File: src/rtl/issue_shelf.sv
module issue_shelf #(
  parameter int DEPTH = 4,
  parameter int NREG  = 32,
  parameter int XLEN  = 32,
  parameter int OPW   = 3
) (
  input  logic                     clk,
  input  logic                     rst_n,
  input  logic                     disp_valid,
  output logic                     disp_ready,
  input  logic [OPW-1:0]           disp_op,
  input  logic [$clog2(NREG)-1:0]  disp_rd,
  input  logic [$clog2(NREG)-1:0]  disp_rs1,
  input  logic [$clog2(NREG)-1:0]  disp_rs2,
  input  logic                     wb_valid,
  input  logic [$clog2(NREG)-1:0]  wb_rd,
  input  logic [XLEN-1:0]          wb_data,
  output logic                     iss_valid,
  output logic [OPW-1:0]           iss_op,
  output logic [$clog2(NREG)-1:0]  iss_rd,
  output logic [XLEN-1:0]          iss_a,
  output logic [XLEN-1:0]          iss_b
);
  localparam int RW = $clog2(NREG);
  localparam int AW = $clog2(DEPTH);
  localparam int CW = $clog2(DEPTH + 1);

  logic [OPW-1:0]  e_op [DEPTH];
  logic [RW-1:0]   e_rd [DEPTH];
  logic [RW-1:0]   e_s1 [DEPTH];
  logic [RW-1:0]   e_s2 [DEPTH];
  logic [CW-1:0]   count;
  logic [XLEN-1:0] rf [NREG];
  logic [NREG-1:0] rv;
  logic [DEPTH-1:0] rdy;
  logic [AW-1:0]   sel;
  logic [CW-1:0]   wpos;
  logic            fire;

  always_comb begin
    for (int i = 0; i < DEPTH; i++)
      rdy[i] = (CW'(i) < count) && rv[e_s1[i]] && rv[e_s2[i]];
    sel = '0;
    for (int i = DEPTH - 1; i >= 0; i--)
      if (rdy[i]) sel = AW'(i);
  end

  assign iss_valid  = |rdy;
  assign iss_op     = e_op[sel];
  assign iss_rd     = e_rd[sel];
  assign iss_a      = rf[e_s1[sel]];
  assign iss_b      = rf[e_s2[sel]];
  assign disp_ready = count < CW'(DEPTH);
  assign fire       = disp_valid && disp_ready;
  assign wpos       = count - CW'(iss_valid);

  always_ff @(posedge clk or negedge rst_n) begin
    if (!rst_n) begin
      count <= '0;
      rv    <= '1;
      for (int i = 0; i < NREG; i++) rf[i] <= '0;
      for (int i = 0; i < DEPTH; i++) begin
        e_op[i] <= '0; e_rd[i] <= '0; e_s1[i] <= '0; e_s2[i] <= '0;
      end
    end else begin
      for (int i = 0; i < DEPTH - 1; i++)
        if (iss_valid && AW'(i) >= sel) begin
          e_op[i] <= e_op[i+1]; e_rd[i] <= e_rd[i+1];
          e_s1[i] <= e_s1[i+1]; e_s2[i] <= e_s2[i+1];
        end
      if (fire) begin
        e_op[wpos[AW-1:0]] <= disp_op;
        e_rd[wpos[AW-1:0]] <= disp_rd;
        e_s1[wpos[AW-1:0]] <= disp_rs1;
        e_s2[wpos[AW-1:0]] <= disp_rs2;
      end
      count <= count + CW'(fire) - CW'(iss_valid);
      if (wb_valid) begin
        rf[wb_rd] <= wb_data;
        rv[wb_rd] <= 1'b1;
      end
      if (fire) rv[disp_rd] <= 1'b0;
    end
  end

  assert_full_stall_R7: assert property (@(posedge clk) disable iff (!rst_n)
    (count == CW'(DEPTH)) |-> !disp_ready);
  assert_no_overflow_R7: assert property (@(posedge clk) disable iff (!rst_n)
    count <= CW'(DEPTH));
  assert_disp_clears_R3: assert property (@(posedge clk) disable iff (!rst_n)
    fire |=> !rv[$past(disp_rd)]);
  assert_wb_sets_R5: assert property (@(posedge clk) disable iff (!rst_n)
    (wb_valid && !(fire && disp_rd == wb_rd)) |=> rv[$past(wb_rd)]);
  assert_wb_value_R5: assert property (@(posedge clk) disable iff (!rst_n)
    wb_valid |=> rf[$past(wb_rd)] == $past(wb_data));
  assert_issue_ready_R4: assert property (@(posedge clk) disable iff (!rst_n)
    iss_valid |-> (count != '0));
  assert_one_leaves_R6: assert property (@(posedge clk) disable iff (!rst_n)
    (iss_valid && !fire) |=> count == $past(count) - 1'b1);
endmodule

File: config.mk
export PLATFORM = sky130hd
export DESIGN_NAME = issue_shelf
export DESIGN_NICKNAME = d
export VERILOG_FILES = /design/src/rtl/issue_shelf.sv
export SDC_FILE = /design/constraint.sdc
export NUM_CORES = 2
export LEC_CHECK = 0
export BUFFER_PORTS_ARGS = -buffer_cell sky130_fd_sc_hd__buf_2
export CAP_MARGIN = 15
export CELL_PAD_IN_SITES_DETAIL_PLACEMENT = 1
export CELL_PAD_IN_SITES_GLOBAL_PLACEMENT = 2
export CORE_MARGIN = 5
export CORE_UTILIZATION = 39
export DETAILED_ROUTE_END_ITERATION = 8
export PLACE_DENSITY = 0.8
export SKIP_CTS_REPAIR_TIMING = 1
export SLEW_MARGIN = 20
export SYNTH_ARGS = -nofsm -noshare
export SYNTH_HDL_FRONTEND = slang
export SYNTH_SLANG_ARGS = --single-unit
export TNS_END_PERCENT = 10
File: constraint.sdc
create_clock -name clk -period 4.85 [get_ports clk]
set_clock_uncertainty 0.2 [all_clocks]
set_input_delay 0.7275 -clock clk [delete_from_list [all_inputs] [get_ports clk]]
set_output_delay 0.7275 -clock clk [all_outputs]
set_load 0.02 [all_outputs]
==> impl_metrics.tcl <==
set metrics [dict create \
    synth.top_cell.area_share_pct 43.2 \
    crit_path_start_kind "flip-flop" \
    vias 54716 \
    start_util_pct 39.2 \
    vias_per_cell 6.21 \
    n_fill_cell 17514 \
    synthAdderAreaFrac_pct 0.130 \
    io_pins 133 \
    ant_nets 0 \
    cp_common_cell "buf_4" \
    r2r_start "e_s1[10]" \
    hp-start "disp_op[0]" \
    ys_ff_latch 1131 \
    fin_crit_ps 6300 \
    worstSkewPairLatency_ps 780 \
    synthSimpleGateAreaFrac_pct 9.88 \
    wl_per_cell_um 31.4 \
    outcome "finished, violations left" \
    min_period_over_period_pct 130 \
    die_w_um 414 \
    cts_root_buf "clkbuf_16" \
    synth.area.mux_share_pct 31.4 \
    coreArea_um2 163000 \
    drt_iter0_markers 4654 \
    synth_compound_area_share_pct 10.0 \
    drc 0 \
    grt_pass1_wl_mm 395 \
    crit_family "multiplexers" \
    register_area_um2 28300 \
    cts_tree "built" \
    reg2regPathDepth 14 \
    worstPathCellList "buf_12, mux4_2, mux4_2, and2_4, a21o_1, nand2_2, buf_6, o21a_1, a221o_2, and2_4, buf_12, mux2i_2, a211oi_1, buf_4, a2111oi_4, buf_4, nand4_1, buf_4, buf_2" \
    violations "setup timing" \
    crit_path_start "e_s1[10]" \
    max_freq_ghz 0.159 \
    grt_overflow 0 \
    synth_top_family_by_area "multiplexers" \
    seq_area_frac_synth_pct 44.5 \
    synth_cells 6065 \
    first_global_vias 57059 \
    cp_data_arrival_time_ps 5370 \
    slew_viol_final 0 \
    syn_area_um2 63700 \
    layout_setup_ws_ps -1450 \
    drt-total-wl_mm 277 \
    ys_types 61 \
    clkSinkCount 1131 \
    htree_levels 4 \
    hold_viol_final 0 \
    critical_path_class "reg -> out" \
    rows 148 \
    post_synth.cell_area_avg_um2 10.5 \
    synthTopCellsByArea "dfrtp_1 43%, mux2_2 19%, mux2i_1 12%" \
    cts_buffers 138 \
    die_area_um2 171000 \
    gp_congestion 0.961 \
    yosys.area.top_type "dfrtp_1" \
    dr.pass1.iters 5 \
    synth-edff-count 0 \
    mostFrequentLayoutCells "1096 x dfrtp_1, 1057 x mux2_2, 966 x nand2_1, 704 x mux2i_1, 564 x buf_4" \
    io_buffers 132 \
    critPathBufInv 7 \
    holdWs_ps 14.2 \
    yosys_warnings 0 \
    die_h_um 414 \
    grt_max_degree 130 \
    r2r-end "e_s1[11]" \
    worstHoldPathType "in -> reg" \
    crit_required_ps 3920 \
    synth-xor-area-share_pct 0.0275 \
    rsz0062_at_grt "yes" \
    max_stage_delay_ps 490 \
    layout-drive-gt1-share_pct 37.5 \
    crit_fanout 10 \
    crit_path_top_delay_cell "mux4_2" \
    tightest_slew_ps 1130 \
    setup_tns_ps -81200 \
    cap_violations 0 \
    layout_commonest_cell "dfrtp_1" \
    synth_nets 6130 \
    clkTransAtPathRegs_ps 70 \
    multi_input_area_um2 34400 \
    async_reset_ff_share_pct 100 \
    setup_violations 72 \
    syn2layout_area_growth_pct 23.9 \
    worstHoldPathCells 3 \
    cp.depth 19 \
    min_to "e_op[6]" \
    clock_path_buffers 3 \
    slew_headroom_pct 25.0 \
    finalNetCount 6601 \
    ys.flop_type "dfrtp_1" \
    grt_usage_pct 30.3 \
    antenna_found_initial 11 \
    r2r_slack_ps 310 \
    place_hpwl_mm 175 \
    crit_path_end_kind "primary output" \
]
[layer usage]
layer  vias up  GRT usage [%]  routed length (um)
met5         -              0                  13
met4         2           15.1               17400
met3       742           4.94               18600
met2      2220           49.1              128000
met1     28837           39.4              113000
li1      22915              -                   -
[flip-flops by register name, summed over array words and instances, names as in the netlist]
| signal | flops |
|---|---|
| count | 3 |
| e_op | 12 |
| e_rd | 20 |
| e_s1 | 20 |
| e_s2 | 20 |
| rf | 1024 |
| rv | 32 |
[synth_stat cells, types with 41 or more instances]
cell type,n
nand4_1,70
nor3_1,72
mux2_2,1057
buf_2,98
o22ai_1,130
a221oi_1,66
nand3b_1,41
o21ai_0,120
nor2_1,45
mux2i_1,737
nand2_1,992
clkbuf_1,375
a211oi_1,100
dfrtp_1,1099
a21oi_1,437
nand3_1,124
inv_1,53
buf_1,71
[cell type report]
cell class / instances / area share [%]
Inverter: 53 / 0.252
Antenna cell: 5 / 0.0159
Multi-Input combinational cell: 4311 / 43.5
Tap cell: 2175 / 3.45
Timing Repair Buffer: 901 / 11.2
Clock inverter: 33 / 0.428
Sequential cell: 1131 / 35.9
Clock buffer: 205 / 5.22
[worst min-delay path: cells and delay by family]
kind	cells	cell delay [ps]
simple gates	1	50
compound gates	1	60
buf+inv	1	120
[metrics by stage]
step                      area (um^2)  std cells  setup slack [ps]  util (%)
after CTS                       76300       8735             -2040      46.9
after global placement          71800       8497             -1280      44.2
after floorplan                 63700       6065             -14.4         -
after detailed placement        71800       8497             -1140      44.2
after global routing            78900       8813             -1520      48.5
final                           78900       8814             -1450      48.5
[worst max-delay path by stage]
stage,endpoint,slack [ps]
finish,iss_b[4],-1450
CTS,iss_b[4],-2040
detailed placement,iss_b[4],-1140
floorplan,iss_b[31],-10
global route,iss_b[4],-1520
global placement,iss_b[8],-1280
[cells by family after synthesis]
family,Yosys count
AO/OA/AOI/OAI,1030
multiplexers,1825
adder cells (fa/ha/maj),6
buffers and inverters,623
XOR/XNOR,2
AND/OR/NAND/NOR,1448
flip-flops,1131
Power is not shown: default switching activity piles up to over one toggle a cycle in this logic, so the estimate is an artifact.
